$ cat config.mk
export PLATFORM = sky130hd
export DESIGN_NAME = cmd_access_engine
export DESIGN_NICKNAME = d
export VERILOG_FILES = /design/src/rtl/cae_pkg.sv /design/src/rtl/cae_rst_sync.sv /design/src/rtl/cae_xfer_counter.sv /design/src/rtl/cae_tx_hold.sv /design/src/rtl/cae_ctrl.sv /design/src/rtl/cmd_access_engine.sv
export SDC_FILE = /design/constraint.sdc
export NUM_CORES = 1
export LEC_CHECK = 0
export BUFFER_PORTS_ARGS = -buffer_cell sky130_fd_sc_hd__buf_4
export CELL_PAD_IN_SITES_DETAIL_PLACEMENT = 0
export CELL_PAD_IN_SITES_GLOBAL_PLACEMENT = 1
export CORE_MARGIN = 3
export CORE_UTILIZATION = 42
export DETAILED_ROUTE_END_ITERATION = 10
export PLACE_DENSITY_LB_ADDON = 0.1
export REMOVE_ABC_BUFFERS = 1
export SYNTH_ARGS = -nofsm -noshare
export SYNTH_HDL_FRONTEND = slang
export SYNTH_HIERARCHICAL = 1
export SYNTH_SLANG_ARGS = --single-unit
export TNS_END_PERCENT = 1
$ cat constraint.sdc
create_clock -name clk -period 1.8 [get_ports clk]
set_input_delay 0.09 -clock clk [delete_from_list [all_inputs] [get_ports clk]]
set_output_delay 0.09 -clock clk [all_outputs]
set_load 0.03 [all_outputs]
$ cat src/rtl/cae_pkg.sv
package cae_pkg;

  typedef enum logic [2:0] {
    CAE_IDLE  = 3'd0,
    CAE_COUNT = 3'd1,
    CAE_WRITE = 3'd2,
    CAE_READ  = 3'd3,
    CAE_DRAIN = 3'd4
  } cae_state_e;

endpackage

$ cat src/rtl/cae_rst_sync.sv
module cae_rst_sync #(
  parameter int STAGES = 2
) (
  input  logic clk,
  input  logic rst_n,
  output logic rst_sn
);

  logic [STAGES-1:0] sync_q;

  always_ff @(posedge clk or negedge rst_n) begin
    if (!rst_n) sync_q <= '0;
    else        sync_q <= {sync_q[STAGES-2:0], 1'b1};
  end

  assign rst_sn = sync_q[STAGES-1];

endmodule

$ cat src/rtl/cae_xfer_counter.sv
module cae_xfer_counter #(
  parameter int CNT_W = 8
) (
  input  logic             clk,
  input  logic             rst_n,
  input  logic             load,
  input  logic [CNT_W-1:0] load_val,
  input  logic             dec,
  output logic             last
);

  logic [CNT_W-1:0] remain_q, remain_d;
  logic             remain_en;

  always_comb begin
    remain_en = load | dec;
    remain_d  = remain_q;
    if (load)     remain_d = load_val;
    else if (dec) remain_d = remain_q - CNT_W'(1);
  end

  always_ff @(posedge clk or negedge rst_n) begin
    if (!rst_n)         remain_q <= '0;
    else if (remain_en) remain_q <= remain_d;
  end

  assign last = (remain_q == CNT_W'(1));

endmodule

$ cat src/rtl/cae_tx_hold.sv
module cae_tx_hold #(
  parameter int DATA_W = 8
) (
  input  logic              clk,
  input  logic              rst_n,
  input  logic              load,
  input  logic [DATA_W-1:0] load_data,
  input  logic              tx_ready,
  output logic              tx_valid,
  output logic [DATA_W-1:0] tx_data,
  output logic              slot_free,
  output logic              fire
);

  logic              full_q, full_d;
  logic [DATA_W-1:0] data_q;

  always_comb begin
    fire      = full_q & tx_ready;
    slot_free = ~full_q | tx_ready;
    if (load)      full_d = 1'b1;
    else if (fire) full_d = 1'b0;
    else           full_d = full_q;
  end

  always_ff @(posedge clk or negedge rst_n) begin
    if (!rst_n) full_q <= 1'b0;
    else        full_q <= full_d;
  end

  always_ff @(posedge clk or negedge rst_n) begin
    if (!rst_n)    data_q <= '0;
    else if (load) data_q <= load_data;
  end

  assign tx_valid = full_q;
  assign tx_data  = data_q;

endmodule

$ cat src/rtl/cae_ctrl.sv
module cae_ctrl
  import cae_pkg::*;
#(
  parameter int                         DATA_W    = 8,
  parameter int                         CNT_W     = 8,
  parameter logic [(1<<(DATA_W-1))-1:0] PORT_MASK = '0
) (
  input  logic              clk,
  input  logic              rst_n,
  input  logic              rx_valid,
  input  logic [DATA_W-1:0] rx_data,
  output logic              rx_ready,
  input  logic              tx_slot_free,
  input  logic              tx_fire,
  input  logic              cnt_last,
  output logic              cnt_load,
  output logic [CNT_W-1:0]  cnt_load_val,
  output logic              cnt_dec,
  output logic [DATA_W-2:0] bus_addr,
  output logic              bus_wr_en,
  output logic              bus_rd_en,
  output logic              tx_load
);

  localparam int ADDR_W = DATA_W - 1;

  cae_state_e        state_q, state_d;
  logic [ADDR_W-1:0] addr_q;
  logic              rd_q;
  logic              cmd_en;
  logic              rx_fire;

  always_comb begin
    state_d      = state_q;
    rx_ready     = 1'b0;
    cmd_en       = 1'b0;
    cnt_load     = 1'b0;
    cnt_load_val = CNT_W'(1);
    cnt_dec      = 1'b0;
    bus_wr_en    = 1'b0;
    bus_rd_en    = 1'b0;
    tx_load      = 1'b0;
    rx_fire      = 1'b0;
    unique case (state_q)
      CAE_IDLE: begin
        rx_ready = 1'b1;
        rx_fire  = rx_valid;
        if (rx_fire) begin
          cmd_en = 1'b1;
          if (PORT_MASK[rx_data[ADDR_W-1:0]]) begin
            state_d = CAE_COUNT;
          end else begin
            cnt_load = 1'b1;
            state_d  = rx_data[DATA_W-1] ? CAE_READ : CAE_WRITE;
          end
        end
      end
      CAE_COUNT: begin
        rx_ready = 1'b1;
        rx_fire  = rx_valid;
        if (rx_fire) begin
          if (rx_data == '0) begin
            state_d = CAE_IDLE;
          end else begin
            cnt_load     = 1'b1;
            cnt_load_val = CNT_W'(rx_data);
            state_d      = rd_q ? CAE_READ : CAE_WRITE;
          end
        end
      end
      CAE_WRITE: begin
        rx_ready = 1'b1;
        rx_fire  = rx_valid;
        if (rx_fire) begin
          bus_wr_en = 1'b1;
          cnt_dec   = 1'b1;
          if (cnt_last) state_d = CAE_IDLE;
        end
      end
      CAE_READ: begin
        if (tx_slot_free) begin
          bus_rd_en = 1'b1;
          tx_load   = 1'b1;
          cnt_dec   = 1'b1;
          if (cnt_last) state_d = CAE_DRAIN;
        end
      end
      CAE_DRAIN: begin
        if (tx_fire) state_d = CAE_IDLE;
      end
      default: state_d = CAE_IDLE;
    endcase
  end

  always_ff @(posedge clk or negedge rst_n) begin
    if (!rst_n) state_q <= CAE_IDLE;
    else        state_q <= state_d;
  end

  always_ff @(posedge clk or negedge rst_n) begin
    if (!rst_n) begin
      addr_q <= '0;
      rd_q   <= 1'b0;
    end else if (cmd_en) begin
      addr_q <= rx_data[ADDR_W-1:0];
      rd_q   <= rx_data[DATA_W-1];
    end
  end

  assign bus_addr = addr_q;

endmodule

$ cat src/rtl/cmd_access_engine.sv
module cmd_access_engine #(
  parameter int                         DATA_W     = 8,
  parameter int                         CNT_W      = 8,
  parameter int                         RST_STAGES = 2,
  parameter logic [(1<<(DATA_W-1))-1:0] PORT_MASK  =
    {{(1<<(DATA_W-2)){1'b1}}, {(1<<(DATA_W-2)){1'b0}}}
) (
  input  logic              clk,
  input  logic              rst_n,
  input  logic              rx_valid,
  output logic              rx_ready,
  input  logic [DATA_W-1:0] rx_data,
  output logic              tx_valid,
  input  logic              tx_ready,
  output logic [DATA_W-1:0] tx_data,
  output logic [DATA_W-2:0] bus_addr,
  output logic              bus_wr_en,
  output logic [DATA_W-1:0] bus_wr_data,
  output logic              bus_rd_en,
  input  logic [DATA_W-1:0] bus_rd_data
);

  logic             rst_sn;
  logic             tx_slot_free;
  logic             tx_fire;
  logic             tx_load;
  logic             cnt_last;
  logic             cnt_load;
  logic [CNT_W-1:0] cnt_load_val;
  logic             cnt_dec;

  cae_rst_sync #(.STAGES(RST_STAGES)) i_rst_sync (
    .clk    (clk),
    .rst_n  (rst_n),
    .rst_sn (rst_sn)
  );

  cae_ctrl #(
    .DATA_W    (DATA_W),
    .CNT_W     (CNT_W),
    .PORT_MASK (PORT_MASK)
  ) i_ctrl (
    .clk          (clk),
    .rst_n        (rst_sn),
    .rx_valid     (rx_valid),
    .rx_data      (rx_data),
    .rx_ready     (rx_ready),
    .tx_slot_free (tx_slot_free),
    .tx_fire      (tx_fire),
    .cnt_last     (cnt_last),
    .cnt_load     (cnt_load),
    .cnt_load_val (cnt_load_val),
    .cnt_dec      (cnt_dec),
    .bus_addr     (bus_addr),
    .bus_wr_en    (bus_wr_en),
    .bus_rd_en    (bus_rd_en),
    .tx_load      (tx_load)
  );

  cae_xfer_counter #(.CNT_W(CNT_W)) i_counter (
    .clk      (clk),
    .rst_n    (rst_sn),
    .load     (cnt_load),
    .load_val (cnt_load_val),
    .dec      (cnt_dec),
    .last     (cnt_last)
  );

  cae_tx_hold #(.DATA_W(DATA_W)) i_tx_hold (
    .clk       (clk),
    .rst_n     (rst_sn),
    .load      (tx_load),
    .load_data (bus_rd_data),
    .tx_ready  (tx_ready),
    .tx_valid  (tx_valid),
    .tx_data   (tx_data),
    .slot_free (tx_slot_free),
    .fire      (tx_fire)
  );

  assign bus_wr_data = rx_data;

endmodule

==> Yosys cells after proc, flatten, opt, wreduce, memory -nomap -nowiden <==
Memory sizes are Yosys's and may differ from the RTL's.
Cells that the tools add are included.
Widths: inputs -> output; s select.
{ "classes": {"addsub": 1, "multipliers": 0, "div_mod_pow": 0, "magnitude_cmp": 1, "eq_ne": 12, "shifts": 0, "n_mux": 32, "bitwise_logic": 4, "reduce_logical": 7} }
{ "op_table": {"columns": ["operator", "n"], "rows": [
  ["$mux 8", 5],
  ["$mux 3", 9],
  ["$mux 1", 15],
  ["$pmux 3 s5", 1],
  ["$ne 2x2->1 const B", 5],
  ["$eq 8x1->1 const B", 1],
  ["$logic_not 8->1", 1],
  ["$lt 7x8->1 const B", 1],
  ["$sub 8x1->8 const B", 1],
  ["$reduce_and 7->1", 1],
  ["$eq 3x2->1 const B", 2],
  ["$ne 2x1->1 const B", 2],
  ["$pmux 1 s2", 2],
  ["$reduce_bool 2->1", 2],
  ["$eq 3x1->1 const B", 1],
  ["$eq 3x3->1 const B", 1],
  ["$logic_not 3->1", 1],
  ["$reduce_or 3->1", 1],
  ["$or 1x1->1", 2],
  ["$reduce_and 2->1", 1],
  ["$and 1x1->1", 1],
  ["$not 1->1", 1]
]} }
{ "word_totals": {"regBits": 30, "latch_bits": 0, "mem_bits_rw": 0, "rom_bits": 128, "in_bits": 20, "out_inout_bits": 27, "word_cells": 65, "n_memories": 1} }
{ "mem_list": {"columns": ["name", "depth", "width", "read_ports", "rd_ports_with_merged_regs", "write_ports", "line_no", "source"], "rows": [
  ["(name not given)", 128, 1, 1, 0, 0, "cae_ctrl.sv:50", "if (PORT_MASK[rx_data[ADDR_W-1:0]]) begin"]
]} }

==> Depth between registers and ports, before layout <==
{ "depth": {"word_depth": 7, "ltp_mapped": 7, "mapped_depth_nobuf": 6} }

==> By module <==
Netlist, hierarchy kept.
{ "by_module_without_submodules": {"columns": ["mod", "instances", "cells_each", "area_each_um2", "seq_area_each_um2"], "rows": [
  ["cae_ctrl", 1, 58, 638.1, 275.3],
  ["cae_xfer_counter", 1, 50, 460.4, 200.2],
  ["cae_tx_hold", 1, 21, 377.9, 225.2],
  ["cmd_access_engine", 1, 8, 60.1, 0.0],
  ["cae_rst_sync", 1, 3, 53.8, 50.0]
]} }

==> Least setup slack after synthesis <==
Ideal clock, no wire load.
{ "synth_path": {"path_type": "register to register", "start": "register i_ctrl.state_q[2]", "end": "register i_counter.remain_q[3]", "setup_time_ns": 0.082, "arrival_time_ns": 2.768, "required_ns": 1.718, "path_slack_ns": -1.050, "path_stages_with_launch": 7, "path_buffers": 0, "synth_period_minus_slack_ns": 2.850, "path_cell_list": "dfrtp_1 -> nand2b_1 -> nor3b_1 -> or2_2 -> or3b_2 -> or3_2 -> a31oi_1"} }
{ "synth_between": {"elab_chain_cells": 4, "elab_cells_between_ends": 11, "classes_between": "eq/ne (3); mux (4); bitwise (1); reduce/logical (3)"} }
{ "synth_lines": {"columns": ["item", "line_no", "source"], "rows": [
  ["start, declared", "cae_ctrl.sv:27", "cae_state_e state_q, state_d;"],
  ["start signal, assigned", "cae_ctrl.sv:97", "else state_q <= state_d;"],
  ["$eq 3x2->1", "cae_ctrl.sv:44", "unique case (state_q)"],
  ["$pmux 1 s2 *", "cae_ctrl.sv:44", null],
  ["net cnt_dec", "cmd_access_engine.sv:30", "logic cnt_dec;"],
  ["$reduce_bool 2->1 (no line) or $or 1x1->1 (tied branches)", null, null],
  ["$reduce_and 2->1 (no line) *", null, null],
  ["end signal, assigned", "cae_xfer_counter.sv:24", "else if (remain_en) remain_q <= remain_d;"],
  ["end, declared", "cae_xfer_counter.sv:12", "logic [CNT_W-1:0] remain_q, remain_d;"]
]} }
The timed path passes the listed nets; every way through them passes the cells marked *.
A chain may end at the register's enable or synchronous reset.

==> Worst setup path in the final report <==
{ "layout_path": {"start": "register i_ctrl.state_q[2]", "end": "register i_counter.remain_q[7]"} }
Same word-level chain as after synthesis.

==> impl_metrics.csv <==
group,metric,value,unit
die,coreArea,0.00349,mm2
detailed_routing,wl_per_cell,15.4,um
global_route,grt_first_pass_wirelength,6720,um
worst_setup_path,cp.required,2000,ps
detailed_routing,vias,1329,
finish,antennaDiodeCount,0,
detailed_routing,firstDrtPassIters,4,
die,fp.dieH,67.5,um
clocking,cts_buffers,5,
clocking,clockRootBuffer,"clkbuf_8",
clocking,clock-sinks,30,
global_route,grt_max_degree,29,
sta,setup_viol_count_final,5,
global_route,grt_util_all_layers,0.203,
detailed_routing,drtIter0Drc,55,
finish,nFillCells,290,
min_path,hp-class,"in -> reg",
synth,netlist-cell-type-count,41,
finish,layout.nets,234,
synth,synthMuxAreaShare,0.138,
synth,synth_warnings,6,
global_route,use_met2,0.339,
clocking,clock_latency,280,ps
sta,post-route-period-util,1.06,
finish,finalNonFillerCells,259,
clocking,clock_path_buffers,2,
synth,synth_compound_area_frac,0.0795,
synth,synth_xor_xnor_area_share,0.0165,
die,row_count,21,
synth,synth_edf_count,0,
power_and_ir_drop,leakage,1.07,nW
place,dpl.cell_count,249,
sta,report.final.slew_viol_count,0,
place,gp_routability_congestion,0.815,
detailed_routing,drc,0,
finish,post_route_cells_drive_above_1_share,0.545,
status,violations,"setup timing",
synth,synth-seq-cells,30,
die,ios,47,
sta,clock_skew,2.39,ps
synth,synth_top_family_by_area,"simple AND/OR/NAND/NOR gates",
power_and_ir_drop,power.density,1710,mW/mm2
worst_setup_path,criticalPathCategory,"reg -> reg",
synth,syn_avg_cell_area,11.4,um2
global_route,globalRouteMet3Util,0.0599,
synth,synthArstFlopShare,1.00,
status,status,"finished, violations left",
sta,fin_crit,1910,ps
sta,rsz0062_at_grt,"yes",
detailed_routing,ant_nets,0,
sta,max_freq,523,MHz
synth,synthAdderAreaFrac,0.0157,
place,dpl.hpwl,2780,um
job,cap_violations,0,
sta,finalHoldViolCount,0,
worst_setup_path,end_kind,"flip-flop",
worst_setup_path,cp-start-kind,"flip-flop",
clocking,cts_tree,"yes",
global_route,grt_pass1_vias,1412,
clocking,path_clk_slew,60,ps
detailed_routing,via_per_inst,5.13,
sta,setup_tns,-275,ps
die,die_w,67.5,um
global_route,antenna_found_initial,0,
synth,synthSimpleGateAreaFrac,0.197,
synth,syn_area,0.00159,mm2
synth,netlist_instances,140,
global_route,grt_use_met1,0.244,
finish,areaGrowthSynthToFinish,44.8,%
worst_setup_path,cp_max_fo,4,
global_route,gr-total-overflow,0,
synth,seq_area_frac_synth,0.472,
place,io_buffers,46,
global_route,busiest_layer,"met2",
power_and_ir_drop,vdd_drop_max,816,uV
synth,synth_ff_type,"dfrtp_1",
die,dieArea,0.00456,mm2
worst_setup_path,arrival,2110,ps
die,start_util,0.455,
clocking,htreeDepth,2,
sta,setup_ws,-114,ps
detailed_routing,wl,3980,um
logic make-up after synthesis:
| kind of cell | Yosys count |
|---|---|
| XOR/XNOR | 3 |
| multiplexers | 17 |
| flip-flops | 30 |
| adder cells (fa/ha/maj) | 2 |
| other | 1 |
| AO/OA/AOI/OAI | 20 |
| buffers and inverters | 20 |
| AND/OR/NAND/NOR | 47 |
power by group:
part / switching, mW / leakage (nW) / internal, mW / total (mW)
sequential: 0.218 / 0.361 / 0.983 / 1.20
clock: 0.242 / 0.0482 / 0.308 / 0.549
combinational: 1.11 / 0.665 / 1.08 / 2.19
layout make-up:
class	instances	area, um2	area share
Multi-Input combinational cell	90	786	0.341
Sequential cell	30	751	0.326
Timing Repair Buffer	78	592	0.257
Clock buffer	7	86.3	0.0375
Tap cell	46	57.6	0.0250
Inverter	7	26.3	0.0114
Clock inverter	1	5.00	0.00217
path summary, 6_finish.rpt:
| check | startpoint | endpoint | slack, ps | cells after the start |
|---|---|---|---|---|
| hold reg to reg | i_rst_sync/sync_q[1] | i_ctrl/bus_addr[6] | 250 | 1 |
| setup / recovery | i_ctrl/state_q[2] | i_counter/remain_q[7] | -110 | 6 |
| hold / removal | bus_rd_data[2] | i_tx_hold/tx_data[2] | 40 | 2 |
| max in group asynchronous | i_rst_sync/sync_q[1] | i_counter/remain_q[5] | 1270 | 1 |
| setup reg to reg | i_ctrl/state_q[2] | i_counter/remain_q[7] | -110 | 6 |
| min in group asynchronous | rst_n | i_rst_sync/sync_q[0] | 140 | 2 |
registers in the layout, summed over array words and instances, names as in the netlist:
register and cells:
i_tx_hold/tx_valid 1, i_ctrl/state_q 3, i_ctrl/rd_q 1, i_counter/remain_q 8, i_ctrl/bus_addr 7, i_rst_sync/sync_q 2
i_tx_hold/tx_data 8
routing by layer:
metal / vias to the layer above / wire length [um]
met5: - / 0
met1: 635 / 1650
met2: 51 / 2030
li1: 634 / -
met4: 0 / 86
met3: 9 / 218
critical path, stage by stage, from the launching register on:
cell and delay, ps:
dfrtp_1 380, buf_4 130, and4b_1 260, or2_4 120
or3b_4 390, or4_4 420, a31oi_1 130
metrics by stage:
| step | hold slack (ps) | setup WS [ps] | area (um2) | util | total power, mW |
|---|---|---|---|---|---|
| after global routing | 33.3 | -188 | 2300 | 0.659 | 4.22 |
| after detailed placement | -127 | -251 | 2120 | 0.607 | 3.27 |
| after CTS | 36.5 | -106 | 2250 | 0.644 | 3.90 |
| after floorplan | -206 | -1050 | 1490 | - | 2.42 |
| after global placement | -128 | -196 | 2120 | 0.607 | 3.21 |
| final | 44.6 | -114 | 2300 | 0.659 | 3.94 |
placed cells by master (no fill, tap or decap), drive strengths merged, types with 2 or more instances in the layout:
master,synthesis,final
buf,12,77
dfrtp,30,30
mux2,16,16
nand2,11,11
o21ai,8,8
and2,8,8
inv,7,7
clkbuf,1,7
or4,6,6
nor2,4,4
o211ai,4,4
nor4b,2,2
xnor2,2,2
a31oi,2,2
ha,2,2
nor3,2,2
a21oi,2,2
o41ai,2,2
or3,2,2
nand2b,2,2
cells in the mapped netlist, types with 4 or more instances:
cell,n,area [um2]
and2_1,8,50.1
buf_4,9,67.6
dfrtp_1,30,751
inv_1,7,26.3
mux2_2,8,90.1
mux2_4,8,120
nand2_1,11,41.3
nor2_1,4,15.0
o211ai_1,4,30.0
o21ai_0,8,40.0
or4_1,5,37.5
what timing repair did:
action	in CTS	in global routing
setup buffers	0	1
hold buffers	1	0
resized for setup	5	9
pin swaps	3	3
hold endpoints to repair	2	0
endpoints found under the setup margin	6	7
Note: power is estimated with default switching activity, not from simulation.
